**config.mk**
```make
export PLATFORM = sky130hd
export DESIGN_NAME = scr_clk_gen
export DESIGN_NICKNAME = d
export VERILOG_FILES = /design/src/rtl/scr_pkg.sv /design/src/rtl/scr_pattern_seq.sv /design/src/rtl/scr_edge_det.sv /design/src/rtl/scr_ref_div.sv /design/src/rtl/scr_clk_gen.sv
export SDC_FILE = /design/constraint.sdc
export NUM_CORES = 1
export LEC_CHECK = 0
export BUFFER_PORTS_ARGS = -buffer_cell sky130_fd_sc_hd__buf_2
export CORE_MARGIN = 2
export CORE_UTILIZATION = 40
export CTS_BUF_LIST = sky130_fd_sc_hd__clkbuf_2
export CTS_CLUSTER_DIAMETER = 50
export DETAILED_ROUTE_END_ITERATION = 6
export PLACE_DENSITY = 0.62
export SLEW_MARGIN = 25
export SYNTH_ARGS = -nofsm -noshare
export SYNTH_HDL_FRONTEND = slang
export SYNTH_SLANG_ARGS = --single-unit
```
**constraint.sdc**
```tcl
create_clock -name clk -period 2.9 [get_ports clk]
set_input_delay 0.58 -clock clk [delete_from_list [all_inputs] [get_ports clk]]
set_output_delay 0.58 -clock clk [all_outputs]
set_load 0.03 [all_outputs]
```
**src/rtl/scr_pkg.sv**
```systemverilog
package scr_pkg;

    localparam int PAT_BITS = 256;
    localparam int IDX_W    = $clog2(PAT_BITS);
    localparam int CNT_W    = IDX_W + 1;

    typedef logic [PAT_BITS-1:0] pat_t;
    typedef logic [IDX_W-1:0]    idx_t;
    typedef logic [CNT_W-1:0]    cnt_t;

    typedef struct packed {
        logic level;
        logic first;
    } ser_t;

    function automatic pat_t build_pattern();
        logic [6:0] s;
        logic       b;
        pat_t       p;
        s = 7'h7F;
        p = '0;
        for (int j = 0; j < PAT_BITS / 2; j++) begin
            b          = s[6] ^ s[5];
            s          = {s[5:0], b};
            p[2*j]     = b;
            p[2*j + 1] = ~b;
        end
        return p;
    endfunction

    function automatic int count_ones(pat_t p);
        int n;
        n = 0;
        for (int i = 0; i < PAT_BITS; i++) n += int'(p[i]);
        return n;
    endfunction

    function automatic int count_toggles(pat_t p);
        int n;
        n = 0;
        for (int i = 0; i < PAT_BITS; i++)
            if (p[i] != p[(i + 1) % PAT_BITS]) n++;
        return n;
    endfunction

    function automatic int longest_run(pat_t p);
        int run;
        int best;
        run  = 1;
        best = 1;
        for (int i = 1; i < 2 * PAT_BITS; i++) begin
            if (p[i % PAT_BITS] == p[(i - 1) % PAT_BITS]) run++;
            else run = 1;
            if (run > PAT_BITS) run = PAT_BITS;
            if (run > best) best = run;
        end
        return best;
    endfunction

    localparam pat_t DEF_PATTERN = build_pattern();

endpackage

```
**src/rtl/scr_pattern_seq.sv**
```systemverilog
module scr_pattern_seq
    import scr_pkg::*;
#(
    parameter pat_t PATTERN = DEF_PATTERN
) (
    input  logic clk,
    input  logic rst,
    input  logic en,
    output ser_t q
);
    localparam idx_t LAST = idx_t'(PAT_BITS - 1);

    idx_t pos;

    always_ff @(posedge clk) begin
        if (rst) begin
            pos <= '0;
            q   <= '0;
        end else if (en) begin
            q.level <= PATTERN[pos];
            q.first <= (pos == '0);
            pos     <= (pos == LAST) ? '0 : pos + idx_t'(1);
        end
    end
endmodule

```
**src/rtl/scr_edge_det.sv**
```systemverilog
module scr_edge_det (
    input  logic clk,
    input  logic rst,
    input  logic din,
    output logic toggle
);
    logic last;

    always_ff @(posedge clk) begin
        if (rst) last <= 1'b0;
        else     last <= din;
    end

    assign toggle = (din != last);
endmodule

```
**src/rtl/scr_ref_div.sv**
```systemverilog
module scr_ref_div
    import scr_pkg::*;
#(
    parameter int EDGES = 128
) (
    input  logic clk,
    input  logic rst,
    input  logic toggle,
    output logic pulse
);
    localparam cnt_t TOP = cnt_t'(EDGES - 1);

    cnt_t seen;

    always_ff @(posedge clk) begin
        if (rst) begin
            seen  <= '0;
            pulse <= 1'b0;
        end else begin
            pulse <= toggle && (seen == TOP);
            if (toggle) seen <= (seen == TOP) ? '0 : seen + cnt_t'(1);
        end
    end
endmodule

```
**src/rtl/scr_clk_gen.sv**
```systemverilog
module scr_clk_gen
    import scr_pkg::*;
#(
    parameter pat_t PATTERN = DEF_PATTERN
) (
    input  logic clk,
    input  logic rst,
    input  logic en,
    output logic sclk_o,
    output logic start_o,
    output logic ref_o
);
    localparam int ONES    = count_ones(PATTERN);
    localparam int EDGES   = count_toggles(PATTERN);
    localparam int MAX_RUN = longest_run(PATTERN);

    generate
        if (ONES != PAT_BITS / 2) begin : g_unbalanced
            $error("pattern is not balanced");
        end
        if (EDGES < 100) begin : g_sparse
            $error("pattern has too few level changes");
        end
        if (MAX_RUN > 6) begin : g_long_run
            $error("pattern has a run longer than 6");
        end
    endgenerate

    ser_t ser;
    logic toggle;

    scr_pattern_seq #(.PATTERN(PATTERN)) u_seq (
        .clk (clk),
        .rst (rst),
        .en  (en),
        .q   (ser)
    );

    scr_edge_det u_edge (
        .clk    (clk),
        .rst    (rst),
        .din    (ser.level),
        .toggle (toggle)
    );

    scr_ref_div #(.EDGES(EDGES)) u_div (
        .clk    (clk),
        .rst    (rst),
        .toggle (toggle),
        .pulse  (ref_o)
    );

    assign sclk_o  = ser.level;
    assign start_o = ser.first;
endmodule

```
* Yosys cells after proc, flatten, opt, wreduce, memory -nomap -nowiden
Memories as Yosys holds them, arrays and structs flattened. A register that Yosys moved wholly into a read port is not among the register bits.
Index checks and enable logic that the tools add are counted.
** Cells by class
- Add/sub/neg operators :: 2
- Multiplexer cells :: 2
- Reduce and logical (&&, ||, !) cells :: 2
- Equality and inequality tests :: 3
** Operators by type and width (number)
- $add A9 B1 Y9 const B :: 1
- $eq A9 B8 Y1 const B :: 1
- $mux W9 :: 1
- $add A8 B1 Y8 const B :: 1
- $eq A8 B8 Y1 const B :: 1
- $logic_not A8 Y1 :: 1
- $mux W8 :: 1
- $logic_and A1 B1 Y1 :: 1
- $ne A1 B1 Y1 :: 1
** Storage, ports and cells
- Bits in registers :: 20
- Input port bits :: 3
- ROM bits :: 256
- Word-level logic and storage cells :: 15
- Memories :: 1
** Memories
- (no name shown) :: words 256, bits a word 1, rd ports 1, clocked after Yosys merged registers in 1, wr ports 0, line scr_pattern_seq.sv:20 : q.level <= PATTERN[pos];

* Depth between registers and ports, before layout
- Word-level depth :: 2
- Depth in mapped cells :: 9
- Gate-level depth less buffers :: 8

* Modules after synthesis
A second synthesis with hierarchy kept.
** Second synthesis, totals
- Cells, all modules :: 180
- Area total of the unflattened synthesis :: 1421.4 sq um
** By module, submodules not included
- scr_pattern_seq :: instances 1, cells an instance 127, area an instance 925.9 sq um, seq. area each 200.2 sq um
- scr_ref_div :: instances 1, cells an instance 50, area an instance 460.4 sq um, seq. area each 200.2 sq um
- scr_edge_det :: instances 1, cells an instance 3, area an instance 35.0 sq um, seq. area each 20.0 sq um

* Worst setup path before layout
No wires, ideal clock.
- Path kind :: register -> register
- Start :: reg u_seq.pos[0]
- End :: reg u_seq.q[1] (netlist name)
- Arrival :: 2.084 ns
- Slack :: 0.720 ns
- Library setup time :: 0.095 ns
- Cell stages (with the launch flop) :: 9
- Path through :: dfxtp_1 > inv_2 > ha_1 > nor2_1 > a211o_1 > a31o_1 > a2111o_1 > a221o_1 > o311ai_1
** RTL lines
- from (decl) :: line scr_pattern_seq.sv:13 : idx_t pos;
- from (signal assigned) :: line scr_pattern_seq.sv:22 : pos <= (pos == LAST) ? '0 : pos + idx_t'(1);

==> impl_results.md <==
- Synth Instances: 173
- Gr ovfl total: 0
- Psw: 0.164 mW
- Fraction of layout cells with a size suffix above 1: 9.83%
- Final Cell Area: 1420 sq um
- Final WL: 2690 microns
- Cells on Worst Hold Path: 2
- Die Area: 3850 sq um
- Worst Tran Pin Value: 0.644 ns
- Synth warnings: 0
- Setup TNS: 0 ns
- Dpl ws: 0.446 ns
- Peak Freq: 403 MHz
- Leak Pwr: 0.525 nW
- Rows: 21
- Clock share of power: 23.0%
- Commonest non-fill, non-tap cell in the layout: nor2_1
- DRC: 0
- Crit path arrival time: 2.75 ns
- Synth Cell Area: 1350 sq um
- Setup ws final: 0.418 ns
- Clock tree from TritonCTS: done
- Drt pass-1 iters: 4
- Layout Utilization: 43.3%
- Crit path depth: 8
- Minimum clock period: 2.48 ns
- Critical Path End Type: register
- Routed len/inst: 12.3 microns
- Outcome: complete, no violations
- Die X: 62.0 microns
- CP Max Fanout: 12
- Worst setup startpoint: u_seq.pos[1]
- Fin Clk Skew: 0.0191 ns
- Crit-path max cell delay: 0.51 ns
- FF-to-FF End: u_seq.q[1]
- Internal power: 0.375 mW
- TritonCTS Buffers: 3
- Post-route ant nets: 0
- CP max-delay cell: ha_1
- Async SR Flop Fraction: 0%
- Post-cts gate resize count: 0
- Initial Utilization: 41.0%
- Synth area leaders: dfxtp_1, xnor2_1, nor2_1, xor2_1, nand2_1
- Crit share post-route: 85.6%
- Crit Path Category: reg2reg
- Worst Path Required: 3.17 ns
- Setup crit end: u_seq.q[1]
- Area of the core: 3280 sq um
- GR Util All Layers: 15.3%
- RSZ-0062 raised after global routing: false
- Root Driver: clkbuf_2
- Clock Path Buffers: 2
- WP buf/inv: 1
- IO buf count: 5
- N_diodes: 0
- Vias per cell: 5.39
- Final nets: 180
- CTS HTree Levels: 1
- Final setup viols: 0
- Slew Limit Fails: 0
- Area Growth Syn to Fin: 5.58%
- Hold_ws: 0.492 ns
- Syn_area_per_cell: 7.78 sq um
- CTS clk-pin slew, worst paths: 0.22 ns
- Comb power frac: 20.9%
- Maximum vdd drop: 0.000165 V
- Most frequent cells in the layout: nor2_1, dfxtp_1, nand2_1
- Die H: 62.0 microns
- Latest clock arrival within the worst-skew pair: 0.33 ns
- First-pass GRT wire length: 4510 microns
- PwrDens: 379 nW/um^2
- Ports: 6
- DRT iter0 DRCs: 56
- Vias in the first global route: 1,014
- R2R Path Start: u_seq.pos[1]
- Hold Buf Count CTS: 0
- R2r worst-path depth: 8
- Syn nets: 179
- Yosys top cell area share: 31.2%
- CP startpoint kind: register
- Count of flip-flops with a built-in enable after synthesis: 0
- Slew headroom: 56.7%
- Seq pwr share: 56.1%
- #FFs+latches synth: 21
- Sequential area share after synthesis: 31.2%
- Critical path cell sequence: inv_1 > ha_1 > nor2_1 > a211o_1 > a31o_1 > a2111o_1 > a221o_1 > o311ai_1
- Synth unique cells: 44
- Hpwl dp: 1930 microns
- Area leader, netlist: dfxtp_1
- Initial antenna violation count: 0
- R2r setup slk: 0.42 ns
- Vias: 1,181
- Top cell family by delay on the critical path: compound AO/OA/AOI/OAI gates
- Placed Area: 1400 sq um
- Filler cell count: 349
- Largest net degree at the start of global routing: 21
- Final Hold Fails: 0
- Postcts setup bufs: 0
- Placer Congestion: 0.872
- Hold Path Class: in2reg
- Max_cap viols: 0
- Sink Count: 21
- Post-synth top flop: dfxtp_1
- Switching Share: 30.4%
worst min-delay path by stage:
stage,startpoint,end
after detailed placement,u_seq.q[0],u_seq.q[0]
after global placement,u_seq.q[0],u_seq.q[0]
final,rst,u_div.seen[8]
after floorplan,u_div.seen[8],u_div.pulse
after CTS,rst,u_div.seen[8]
after global routing,rst,u_seq.pos[4]
through the flow:
step	std cells	power, mW
global placement	215	0.418
global route	219	0.572
detailed placement	215	0.421
floorplan	173	0.399
CTS	219	0.545
finish	219	0.539
logic make-up (layout without fill, tap and decap cells):
family          after synthesis  in the layout  synth area share, %
compound gates               29             29                 16.0
xor+xnor                     21             21                 13.7
fa+ha+maj                     3              3                 2.79
buf+inv                      20             20                 6.23
flops                        21             21                 31.2
mux                           5              5                 3.72
simple gates                 74             74                 26.4
cells in the mapped netlist (2+ instances only):
| cell type | n |
|---|---|
| inv_2 | 2 |
| a21oi_1 | 9 |
| or3_1 | 2 |
| o21ai_0 | 2 |
| ha_1 | 3 |
| inv_1 | 5 |
| buf_2 | 4 |
| mux2i_1 | 5 |
| xor2_1 | 9 |
| clkbuf_1 | 5 |
| nand2b_1 | 4 |
| dfxtp_1 | 21 |
| nor3_1 | 3 |
| buf_1 | 3 |
| nor2_1 | 25 |
| a211oi_1 | 2 |
| nor2b_1 | 2 |
| xnor2_1 | 12 |
| nand2_1 | 15 |
| a221o_1 | 2 |
| nand4_1 | 7 |
| nor4_1 | 3 |
| nand3_1 | 7 |
worst reg2reg max path: stages, from the launching register on:
cell and delay [ns]:
dfxtp_1 0.42, inv_1 0.06, ha_1 0.51, nor2_1 0.13, a211o_1 0.29, a31o_1 0.20, a2111o_1 0.40, a221o_1 0.35
o311ai_1 0.07
sequential cells by signal, indices dropped and copies added, names as in the netlist:
name         cells
u_div.seen       9
u_seq.pos        8
u_seq.q          2
u_div.pulse      1
u_edge.last      1
area by class of cell:
cell class | count | area (sq um) | share of cell area, %
Clock buffer | 3 | 15.0 | 1.06
Clock inverter | 1 | 5.00 | 0.352
Sequential cell | 21 | 420 | 29.6
Timing Repair Buffer | 9 | 55.1 | 3.87
Multi-Input combinational cell | 132 | 842 | 59.2
Inverter | 7 | 26.3 | 1.85
Tap cell | 46 | 57.6 | 4.05
power groups by stage:
stage,Combinational [mW],Clock (mW),Sequential (mW)
after floorplan,0.0868,0,0.313
after global placement,0.110,0,0.308
after detailed placement,0.113,0,0.308
after CTS,0.113,0.130,0.303
after global routing,0.128,0.141,0.304
final,0.113,0.124,0.303
metal layers:
layer  wire [microns]  vias to the layer above  GRT usage [%]  part of all wire, %
met5                0                        -              0                    0
met4                8                        0           1.22                 0.30
met3              104                        2           4.35                  3.9
li1                 -                      599              -                    -
met1             1320                      553           22.5                   49
met2             1250                       27           23.2                   47
(Power assumes the default switching activity.)
